`src/rtl/irqc_pkg.sv`:
```
package irqc_pkg;
    localparam int LINES = 8;
    localparam int IDX_W = $clog2(LINES);

    typedef struct packed {
        logic [LINES-1:0] mask;
        logic [LINES-1:0] irr;
        logic [LINES-1:0] isr;
    } irqc_state_t;
endpackage

```
`src/rtl/irqc_first_set.sv`:
```
// Finds the lowest-indexed set bit (highest priority) of a vector.
module irqc_first_set #(
    parameter int N = 8,
    localparam int W = $clog2(N)
) (
    input  logic [N-1:0] vec,
    output logic         hit,
    output logic [W-1:0] idx,
    output logic [N-1:0] onehot
);
    always_comb begin
        hit = |vec;
        idx = '0;
        for (int i = N - 1; i >= 0; i--) begin
            if (vec[i]) idx = W'(i);
        end
        onehot = hit ? (N'(1) << idx) : '0;
    end
endmodule

```
`src/rtl/irqc_gate.sv`:
```
// Lets a winning request through only if it outranks the level in service.
module irqc_gate #(
    parameter int N = 8,
    localparam int W = $clog2(N)
) (
    input  logic         win_hit,
    input  logic [W-1:0] win_idx,
    input  logic         svc_hit,
    input  logic [W-1:0] svc_idx,
    output logic         irq
);
    always_comb begin
        irq = win_hit && (!svc_hit || (win_idx < svc_idx));
    end
endmodule

```
`src/rtl/prio_irq_ctrl.sv`:
```
module prio_irq_ctrl
    import irqc_pkg::*;
#(
    parameter int N = irqc_pkg::LINES,
    localparam int W = $clog2(N)
) (
    input  logic         clk,
    input  logic         rst_n,
    input  logic [N-1:0] req_i,
    input  logic         mask_wr_i,
    input  logic [N-1:0] mask_data_i,
    input  logic         eoi_i,
    input  logic         ack_i,
    input  logic         auto_eoi_i,
    output logic         irq_o,
    output logic [W-1:0] level_o
);
    irqc_state_t st_q, st_d;

    logic [N-1:0] pending;
    logic         win_hit, svc_hit;
    logic [W-1:0] win_idx, svc_idx;
    logic [N-1:0] win_oh, svc_oh;
    logic         take;
    logic [N-1:0] isr_clr, isr_set;

    assign pending = st_q.irr & ~st_q.mask;

    irqc_first_set #(.N(N)) u_win (
        .vec    (pending),
        .hit    (win_hit),
        .idx    (win_idx),
        .onehot (win_oh)
    );

    irqc_first_set #(.N(N)) u_svc (
        .vec    (st_q.isr),
        .hit    (svc_hit),
        .idx    (svc_idx),
        .onehot (svc_oh)
    );

    irqc_gate #(.N(N)) u_gate (
        .win_hit (win_hit),
        .win_idx (win_idx),
        .svc_hit (svc_hit),
        .svc_idx (svc_idx),
        .irq     (irq_o)
    );

    assign level_o = win_idx;

    always_comb begin
        st_d    = st_q;
        take    = ack_i && irq_o;
        isr_clr = eoi_i ? svc_oh : '0;
        isr_set = (take && !auto_eoi_i) ? win_oh : '0;

        st_d.irr = take ? (req_i & ~win_oh) : req_i;
        if (mask_wr_i) st_d.mask = mask_data_i;
        st_d.isr = (st_q.isr & ~isr_clr) | isr_set;
    end

    always_ff @(posedge clk) begin
        if (!rst_n) st_q <= '0;
        else        st_q <= st_d;
    end
endmodule

```
`config.mk`:
```
export PLATFORM = sky130hd
export DESIGN_NAME = prio_irq_ctrl
export DESIGN_NICKNAME = d
export VERILOG_FILES = /design/src/rtl/irqc_pkg.sv /design/src/rtl/irqc_first_set.sv /design/src/rtl/irqc_gate.sv /design/src/rtl/prio_irq_ctrl.sv
export SDC_FILE = /design/constraint.sdc
export NUM_CORES = 1
export LEC_CHECK = 0
export ABC_AREA = 1
export CORE_AREA = 2 2 63 65
export DETAILED_ROUTE_END_ITERATION = 7
export DIE_AREA = 0 0 65 67
export SETUP_SLACK_MARGIN = 0.5
export SYNTH_ARGS = -nofsm -noshare
export SYNTH_HDL_FRONTEND = slang
export SYNTH_SLANG_ARGS = --single-unit
```
`constraint.sdc`:
```
create_clock -name clk -period 4.5 [get_ports clk]
set_clock_uncertainty 0.05 [all_clocks]
set_input_delay 0.675 -clock clk [delete_from_list [all_inputs] [get_ports clk]]
set_output_delay 0.675 -clock clk [all_outputs]
set_load 0.03 [all_outputs]
```
==> flow_metrics.env, run 1 <==
export IMPL_peakVddDrop_mv=0.129
export IMPL_track_usage_pct=15.2
export IMPL_antenna_found_initial=0
export IMPL_synthSimpleGateAreaFrac_pct=38.6
export IMPL_ys_warnings_count=0
export IMPL_design_core_area_mm2=0.00361
export IMPL_drt_pass1_iterations=4
export IMPL_crit_path_start_kind="register"
export IMPL_syn_to_final_growth_pct=24.1
export IMPL_rsz0062_at_grt="false"
export IMPL_hpwl_um=2240
export IMPL_cts_sinks=24
export IMPL_synth_xor_area_share_pct=0
export IMPL_hold_viol_final=0
export IMPL_final_cells=284
export IMPL_top_usage_layer="met2"
export IMPL_synthTopCellsByArea="dfxtp_1 33%, nor2_1 14%, inv_1 8.4%"
export IMPL_hold_buffers=0
export IMPL_dpl_cell_count=280
export IMPL_path_class="register to primary output"
export IMPL_synthCells=210
export IMPL_setup_violations_final=0
export IMPL_worstMarginPinSlew_ps=722
export IMPL_die_x_um=65
export IMPL_grt_pass1_vias=1204
export IMPL_postRouteAntennaNets=0
export IMPL_yosysSeqAreaShare_pct=33.4
export IMPL_p_comb_share_pct=28.1
export IMPL_numCtsBuffers=3
export IMPL_period_share_pct=74.9
export IMPL_reg_top3="st_q: 24 flops"
export IMPL_vias_per_cell=4.39
export IMPL_syn_area_mm2=0.00144
export IMPL_power_internal_mw=0.410
export IMPL_cts_setup_buffers=0
export IMPL_power_density_mw_per_mm2=328
export IMPL_synth_top_area_share_pct=33.4
export IMPL_drv_cap=0
export IMPL_swShare_pct=30.1
export IMPL_cp_max_fo=6
export IMPL_cts_tree="done"
export IMPL_die_y_um=67
export IMPL_num_vias=1248
export IMPL_drive_above_1_share_pct=22.9
export IMPL_ff2ff_setup_slack_ps=2300
export IMPL_cts_htree_levels=1
export IMPL_synth_top_family_by_area="simple AND/OR/NAND/NOR gates"
export IMPL_synth_top_area_cell="dfxtp_1"
export IMPL_avgRoutedWirePerCell_um=9.89
export IMPL_avgSynthCellArea_um2=6.85
export IMPL_fp_dieArea_mm2=0.00436
export IMPL_cp_arrival_ps=2650
export IMPL_overflow=0
export IMPL_diodes=0
export IMPL_synth_seq_cells=24
export IMPL_gr_usage_met1_pct=21.4
export IMPL_p_leak_nw=0.808
export IMPL_grt_max_degree=18
export IMPL_tns_ps=0
export IMPL_crit_required_ps=3770
export IMPL_rows=22
export IMPL_met3_usage_pct=1.69
export IMPL_clock_root_buffer="clkbuf_8"
export IMPL_clk_latency_ps=270
export IMPL_end_kind="primary output"
export IMPL_largest_reg_flops=24
export IMPL_outcome="complete, no violations"
export IMPL_synth_fa_ha_area_share_pct=1.74
export IMPL_clk_path_buf_depth=2
export IMPL_regMostFlops="st_q"
export IMPL_start_util_pct=39.9
export IMPL_synth_compound_area_share_pct=10.3
export IMPL_yosysUniqueCellTypes=27
export IMPL_period_needed_ps=3370
export IMPL_place_gp_congestion=0.830
export IMPL_p_seq_share_pct=39.2
export IMPL_boundaryPins=26
export IMPL_grtUsageMet2_pct=23.3
export IMPL_syn_nets=234
export IMPL_clkPwrFrac_pct=32.7
export IMPL_synth_mux_area_share_pct=0
export IMPL_max_clock_freq_mhz=297
export IMPL_nFillCells=386
export IMPL_drtIter0Drc=50
export IMPL_min_path_type="register to register"
export IMPL_numPortBuffers=25
export IMPL_p_sw_mw=0.176
export IMPL_clk_pin_slew_worst_paths_ps=80
export IMPL_cts_resized=0
export IMPL_slew_violations=0
export IMPL_fin_nets=261
export IMPL_slew_headroom_pct=51.7
export IMPL_wirelength_um=2810
export IMPL_grt_pass1_wl_um=5140
export IMPL_route_detailed_drc=0
==> synthesized netlist by cell type <==
library cell and number:
o21ai_1 2, dfxtp_1 24, nor3_1 3, a31oi_1 2, o31ai_1 1, nor4_1 1
nor3_4 2, nand4_4 1, nand2_2 13, inv_1 32, a21oi_1 7, and3_4 1
nor2_2 1, nand3_2 9, nor2_1 53, a21oi_4 1, a31o_1 1, nand2_4 1
a21boi_0 1, o21ai_0 10, nand2_1 18, buf_6 1, buf_12 1, ha_1 2
inv_2 20, clkbuf_1 1, nor4_2 1
==> final timing paths <==
path | end | depth (start not counted) | startpoint
worst min-delay path | st_q[21] | 2 | st_q[21]
worst max register to register | st_q[11] | 12 | st_q[16]
worst min register to register | st_q[21] | 2 | st_q[21]
worst max-delay path | irq_o | 9 | st_q[16]
==> metrics by stage <==
stage	power (mW)	hold slack, ps	area (um2)	setup slack (ps)	util [%]
floorplan	0.356	377	1440	1480	-
global placement	0.400	388	1710	1420	47.5
detailed placement	0.400	393	1710	1430	47.5
CTS	0.593	406	1780	1100	49.5
global route	0.624	430	1780	931	49.5
finish	0.586	402	1780	1130	49.5
==> placed cells by master, fill, tap and decap left out, types with 2 or more instances in the layout <==
cell	synthesis	layout
nand2_2	13	13
clkdlybuf4s50_1	0	25
inv_2	20	20
o21ai_1	2	2
clkbuf_8	0	3
nor3_4	2	2
nand2_1	18	18
nand3_2	9	9
a31oi_1	2	2
ha_1	2	2
nor3_1	3	3
dfxtp_1	24	24
o21ai_0	10	10
nor2_1	53	53
inv_1	32	32
a21oi_1	7	7
==> layer usage <==
metal,wire (um),up-vias
li1,-,684
met4,46,0
met2,1170,23
met5,0,-
met3,99,4
met1,1490,537
==> logic make-up after synthesis <==
family | Yosys count
and+or+nand+nor | 104
buffers and inverters | 55
AOI/OAI and AO/OA | 25
DFF | 24
adders and majority gates | 2
==> final cells by class <==
cell class / count / area [um2] / area share, %
Clock buffer: 3 / 41.3 / 2.31
Multi-Input combinational cell: 131 / 727 / 40.7
Tap cell: 48 / 60.1 / 3.37
Sequential cell: 24 / 480 / 26.9
Inverter: 52 / 195 / 10.9
Timing Repair Buffer: 25 / 250 / 14.0
Clock inverter: 1 / 30.0 / 1.68
==> power by group through the flow <==
stage / clock (mW) / combinational [mW] / sequential, mW
after floorplan: 0 / 0.123 / 0.233
after global placement: 0 / 0.166 / 0.234
after detailed placement: 0 / 0.166 / 0.234
after CTS: 0.197 / 0.167 / 0.229
after global routing: 0.207 / 0.186 / 0.231
final: 0.192 / 0.165 / 0.229
==> worst max-delay path, cell delays in order (launching register included) <==
cell	delay (ps)
dfxtp_1	350
nor2_2	60
inv_2	90
nand2_1	110
nor3_4	340
ha_1	310
a21oi_1	180
nand2_2	90
a21boi_0	150
clkdlybuf4s50_1	690
No activity file was read; power rests on OpenSTA's default activity.
==> inputs of run 2 (changes only) <==
==> constraint.sdc (replaced) <==
create_clock -name clk -period 3.45 [get_ports clk]
set_clock_uncertainty 0.05 [all_clocks]
set_input_delay 0.5175 -clock clk [delete_from_list [all_inputs] [get_ports clk]]
set_output_delay 0.5175 -clock clk [all_outputs]
set_load 0.03 [all_outputs]
==> flow_metrics.env, run 2 (synthesis gave the netlist of run 1 again) <==
export IMPL_outcome="complete, no violations"
export IMPL_swShare_pct=30.0
export IMPL_final_cell_mix="53 x nor2_1, 32 x inv_1, 24 x clkdlybuf4s50_1, 24 x dfxtp_1, 20 x inv_2"
export IMPL_gr_usage_met1_pct=21.7
export IMPL_met3_usage_pct=3.21
export IMPL_route_detailed_drc=0
export IMPL_drt_pass1_iterations=4
export IMPL_total_power_mw=0.763
export IMPL_clk_pin_slew_worst_paths_ps=90
export IMPL_mostFrequentLayoutCell="nor2_1"
export IMPL_place_gp_congestion=0.828
export IMPL_boundaryPins=26
export IMPL_clk_path_buf_depth=2
export IMPL_clkPwrFrac_pct=32.3
export IMPL_avgRoutedWirePerCell_um=10.2
export IMPL_peakVddDrop_mv=0.191
export IMPL_p_comb_share_pct=28.4
export IMPL_fin_ws_ps=692
export IMPL_nFillCells=379
export IMPL_numPortBuffers=25
export IMPL_clk_latency_ps=270
export IMPL_max_clock_freq_mhz=363
export IMPL_numCtsBuffers=3
export IMPL_period_needed_ps=2760
export IMPL_period_share_pct=79.9
export IMPL_pre_cts_slack_ps=538
export IMPL_die_y_um=67
export IMPL_drtIter0Drc=44
export IMPL_crit_path_start_kind="register"
export IMPL_cp_arrival_ps=2190
export IMPL_largest_reg_flops=24
export IMPL_start_util_pct=39.9
export IMPL_path_class="register to primary output"
export IMPL_clock_root_buffer="clkbuf_8"
export IMPL_end_kind="primary output"
export IMPL_slew_violations=0
export IMPL_power_density_mw_per_mm2=425
export IMPL_diodes=0
export IMPL_fp_dieArea_mm2=0.00436
export IMPL_grt_pass1_wl_um=5240
export IMPL_top_usage_layer="met2"
export IMPL_p_seq_share_pct=39.2
export IMPL_grt_max_degree=15
export IMPL_postRouteAntennaNets=0
export IMPL_power_internal_mw=0.534
export IMPL_grt_pass1_vias=1189
export IMPL_hold_buffers=0
export IMPL_design_core_area_mm2=0.00361
export IMPL_antenna_found_initial=0
export IMPL_wirelength_um=2910
export IMPL_p_leak_nw=0.818
export IMPL_cts_htree_levels=1
export IMPL_p_sw_mw=0.229
export IMPL_grtUsageMet2_pct=24.2
export IMPL_drv_cap=0
export IMPL_drive_above_1_share_pct=23.9
export IMPL_overflow=0
export IMPL_rsz0062_at_grt="false"
export IMPL_tns_ps=0
export IMPL_rows=22
export IMPL_slew_headroom_pct=70.9
export IMPL_hpwl_um=2310
export IMPL_hold_viol_final=0
export IMPL_fin_nets=263
export IMPL_reg_top3="st_q: 24 flops"
export IMPL_track_usage_pct=15.4
export IMPL_regMostFlops="st_q"
export IMPL_cts_sinks=24
export IMPL_cp_max_fo=3
export IMPL_crit_required_ps=2880
export IMPL_fin_util_pct=49.8
export IMPL_cts_tree="done"
export IMPL_num_vias=1250
export IMPL_die_x_um=65
export IMPL_syn_to_final_growth_pct=24.8
export IMPL_vias_per_cell=4.37
export IMPL_worstMarginPinSlew_ps=436
export IMPL_min_path_type="register to register"
export IMPL_setup_violations_final=0
==> run 2: cell count changes in the layout (fill, tap and decap cells not counted) <==
cell and delta:
buf_4 +2, clkbuf_2 +1, clkdlybuf4s50_1 -1
==> run 2: layout make-up <==
cell class | instances | area [um2] | area share, %
Clock buffer | 3 | 41.3 | 2.30
Tap cell | 48 | 60.1 | 3.35
Inverter | 52 | 195 | 10.9
Timing Repair Buffer | 27 | 260 | 14.5
Clock inverter | 1 | 30.0 | 1.67
Multi-Input combinational cell | 131 | 727 | 40.5
Sequential cell | 24 | 480 | 26.8
==> run 2: repair_timing <==
action | 4_1_cts | 5_1_grt
gates resized for setup | 1 | 3
pin swaps | 0 | 1
setup endpoints to repair | 1 | 1
buffers inserted | 0 | 1
==> run 2: through the flow <==
stage | std cells | area (um2) | hold slack, ps
after floorplan | 210 | 1440 | 377
after global routing | 286 | 1790 | 434
after global placement | 281 | 1720 | 389
final | 286 | 1790 | 404
after detailed placement | 281 | 1720 | 394
after CTS | 285 | 1790 | 406
==> run 2: critical path, cell delays in order (launching register included) <==
cell      delay (ps)
dfxtp_1          340
nor4_2           400
inv_1             80
nor2_1            90
inv_1             70
ha_1             290
a21oi_1          180
nand2_2           90
a21boi_0         150
clkbuf_2         230
==> run 2: routing by layer <==
metal | vias to the layer above | routed length, um
li1 | 687 | -
met1 | 539 | 1570
met2 | 20 | 1200
met3 | 4 | 109
met4 | 0 | 29
met5 | - | 0
==> run 2: power groups by stage <==
stage               Combinational, mW  Sequential, mW  Clock (mW)
global placement                0.217           0.306           0
global route                    0.244           0.301       0.267
floorplan                       0.161           0.304           0
CTS                             0.217           0.299       0.254
finish                          0.217           0.299       0.247
detailed placement              0.217           0.306           0
==> run 2: final timing paths <==
check	start	endpoint	slack [ps]	depth (start not counted)
min reg2reg	st_q[20]	st_q[20]	400	2
max	st_q[3]	irq_o	690	9
max reg2reg	st_q[3]	st_q[13]	1250	12
min	st_q[20]	st_q[20]	400	2
==> inputs of run 3 (changes only) <==
--- a/config.mk
+++ b/config.mk
@@ -9,6 +9,7 @@
 export CORE_AREA = 2 2 63 65
 export DETAILED_ROUTE_END_ITERATION = 7
 export DIE_AREA = 0 0 65 67
+export PLACE_DENSITY = 0.65
 export SETUP_SLACK_MARGIN = 0.5
 export SYNTH_ARGS = -nofsm -noshare
 export SYNTH_HDL_FRONTEND = slang
==> constraint.sdc (replaced) <==
create_clock -name clk -period 2.3 [get_ports clk]
set_clock_uncertainty 0.05 [all_clocks]
set_input_delay 0.345 -clock clk [delete_from_list [all_inputs] [get_ports clk]]
set_output_delay 0.345 -clock clk [all_outputs]
set_load 0.03 [all_outputs]
==> flow_metrics.env, run 3 (synthesis gave the netlist of run 1 again) <==
export IMPL_grt_pass1_wl_um=5990
export IMPL_worstMarginPinSlew_ps=334
export IMPL_final_cell_mix="42 x nor2_1, 28 x inv_1, 27 x buf_4"
export IMPL_vias_per_cell=4.62
export IMPL_crit_required_ps=1900
export IMPL_route_detailed_drc=0
export IMPL_worst_r2r_startpoint="st_q[4]"
export IMPL_power_density_mw_per_mm2=600
export IMPL_end_kind="primary output"
export IMPL_wirelength_um=3830
export IMPL_peakVddDrop_mv=0.271
export IMPL_cp_arrival_ps=2010
export IMPL_numPortBuffers=25
export IMPL_mostFrequentLayoutCell="nor2_1"
export IMPL_holdCritStartpoint="st_q[20]"
export IMPL_slew_headroom_pct=77.5
export IMPL_num_vias=1460
export IMPL_drtIter0Drc=73
export IMPL_regMostFlops="st_q"
export IMPL_dpl_cell_area_mm2=0.00175
export IMPL_reg_top3="st_q: 24 flops"
export IMPL_crit_slowest_cell="dfxtp_1"
export IMPL_fin_util_pct=60.9
export IMPL_violations="setup timing"
export IMPL_numCtsBuffers=3
export IMPL_design_core_area_mm2=0.00361
export IMPL_pre_cts_slack_ps=123
export IMPL_cts_tree="done"
export IMPL_p_leak_nw=1.02
export IMPL_clk_latency_ps=280
export IMPL_clock_root_buffer="clkbuf_8"
export IMPL_rsz0062_at_grt="true"
export IMPL_hold_buffers=0
export IMPL_clk_pin_slew_worst_paths_ps=90
export IMPL_start_util_pct=39.9
export IMPL_diodes=0
export IMPL_drv_cap=0
export IMPL_setup_violations_final=14
export IMPL_track_usage_pct=18.2
export IMPL_period_share_pct=105
export IMPL_fin_area_mm2=0.00220
export IMPL_boundaryPins=26
export IMPL_crit_family="simple AND/OR/NAND/NOR gates"
export IMPL_postRouteAntennaNets=0
export IMPL_crit_path_start_kind="register"
export IMPL_grt_pass1_vias=1421
export IMPL_die_x_um=65
export IMPL_min_path_type="register to register"
export IMPL_drt_pass1_iterations=4
export IMPL_path_class="register to primary output"
export IMPL_cts_sinks=24
export IMPL_hold_viol_final=0
export IMPL_clk_path_buf_depth=2
export IMPL_cts_htree_levels=1
export IMPL_largest_reg_flops=24
export IMPL_die_y_um=67
export IMPL_crit_chain="nor3_2 -> nor3_1 -> nor3_2 -> inv_1 -> ha_1 -> nand2_1 -> inv_1 -> nand2_1 -> nand2_2 -> a21boi_4 -> buf_6"
export IMPL_cp_num_buf_inv=3
export IMPL_rows=22
export IMPL_startpoint="st_q[4]"
export IMPL_antenna_found_initial=0
export IMPL_period_needed_ps=2410
export IMPL_fp_dieArea_mm2=0.00436
export IMPL_overflow=0
export IMPL_fin_nets=293
export IMPL_cp_max_fo=3
export IMPL_fin_ws_ps=-107
export IMPL_outcome="finished with violations"
export IMPL_syn_to_final_growth_pct=52.7
export IMPL_max_clock_freq_mhz=416
export IMPL_slew_violations=0
export IMPL_grt_max_degree=18
export IMPL_place_gp_congestion=0.848
export IMPL_slowest_delay_ps=370
export IMPL_hpwl_um=2300
export IMPL_drive_above_1_share_pct=48.5
export IMPL_avgRoutedWirePerCell_um=12.1
[run 3: cell type report]
cell class	count	area (um2)
Fill cell	316	1410
Multi-Input combinational cell	131	850
Timing Repair Buffer	57	514
Sequential cell	24	503
Inverter	52	198
Tap cell	48	60.1
Clock buffer	3	41.3
Clock inverter	1	30.0
[run 3: path summary, 6_finish.rpt]
| path | cells after the start | endpoint | slack [ps] |
|---|---|---|---|
| worst min register to register | 2 | st_q[20] | 410 |
| worst min-delay path | 2 | st_q[20] | 410 |
| worst max register to register | 16 | st_q[11] | -60 |
| worst max-delay path | 11 | irq_o | -110 |
[run 3: worst register-to-register path, stage by stage (launching register included)]
cell and delay (ps):
dfxtp_1 370, nor3_2 190, nor3_1 80, nor3_2 230
inv_1 90, ha_1 270, nand2_1 70, inv_1 40
nand2_1 70, nand2_2 70, buf_4 130, buf_4 130
nand2_4 60, and3_4 270, nand2_2 70, nand3_2 60
inv_2 30
[run 3: power by group]
| group | total (mW) | internal, mW | switching, mW |
|---|---|---|---|
| clock | 0.373 | 0.233 | 0.140 |
| combinational | 0.492 | 0.238 | 0.254 |
| sequential | 0.451 | 0.437 | 0.0143 |
| total | 1.32 | 0.908 | 0.408 |
[run 3: routing by layer]
layer	vias to the layer above	track usage, %	wire [um]
li1	754	-	-
met1	657	21.5	1710
met2	38	31.4	1840
met3	11	2.53	153
met4	0	10.1	121
met5	-	0	0
[run 3: through the flow]
step           power, mW  hold WS (ps)  setup TNS, ps  cells
2_1_floorplan      0.713           377              0    210
3_3_place_gp       0.804           389              0    283
3_5_place_dp       0.807           394              0    283
4_1_cts             1.25           407          -66.3    303
5_1_grt             1.38           432          -2630    316
6_report            1.32           406           -572    316
[run 3: timing repair]
action,4_1_cts,5_1_grt
setup buffers,16,13
gates resized for setup,44,28
pin swaps,5,7
setup endpoints to repair,20,20
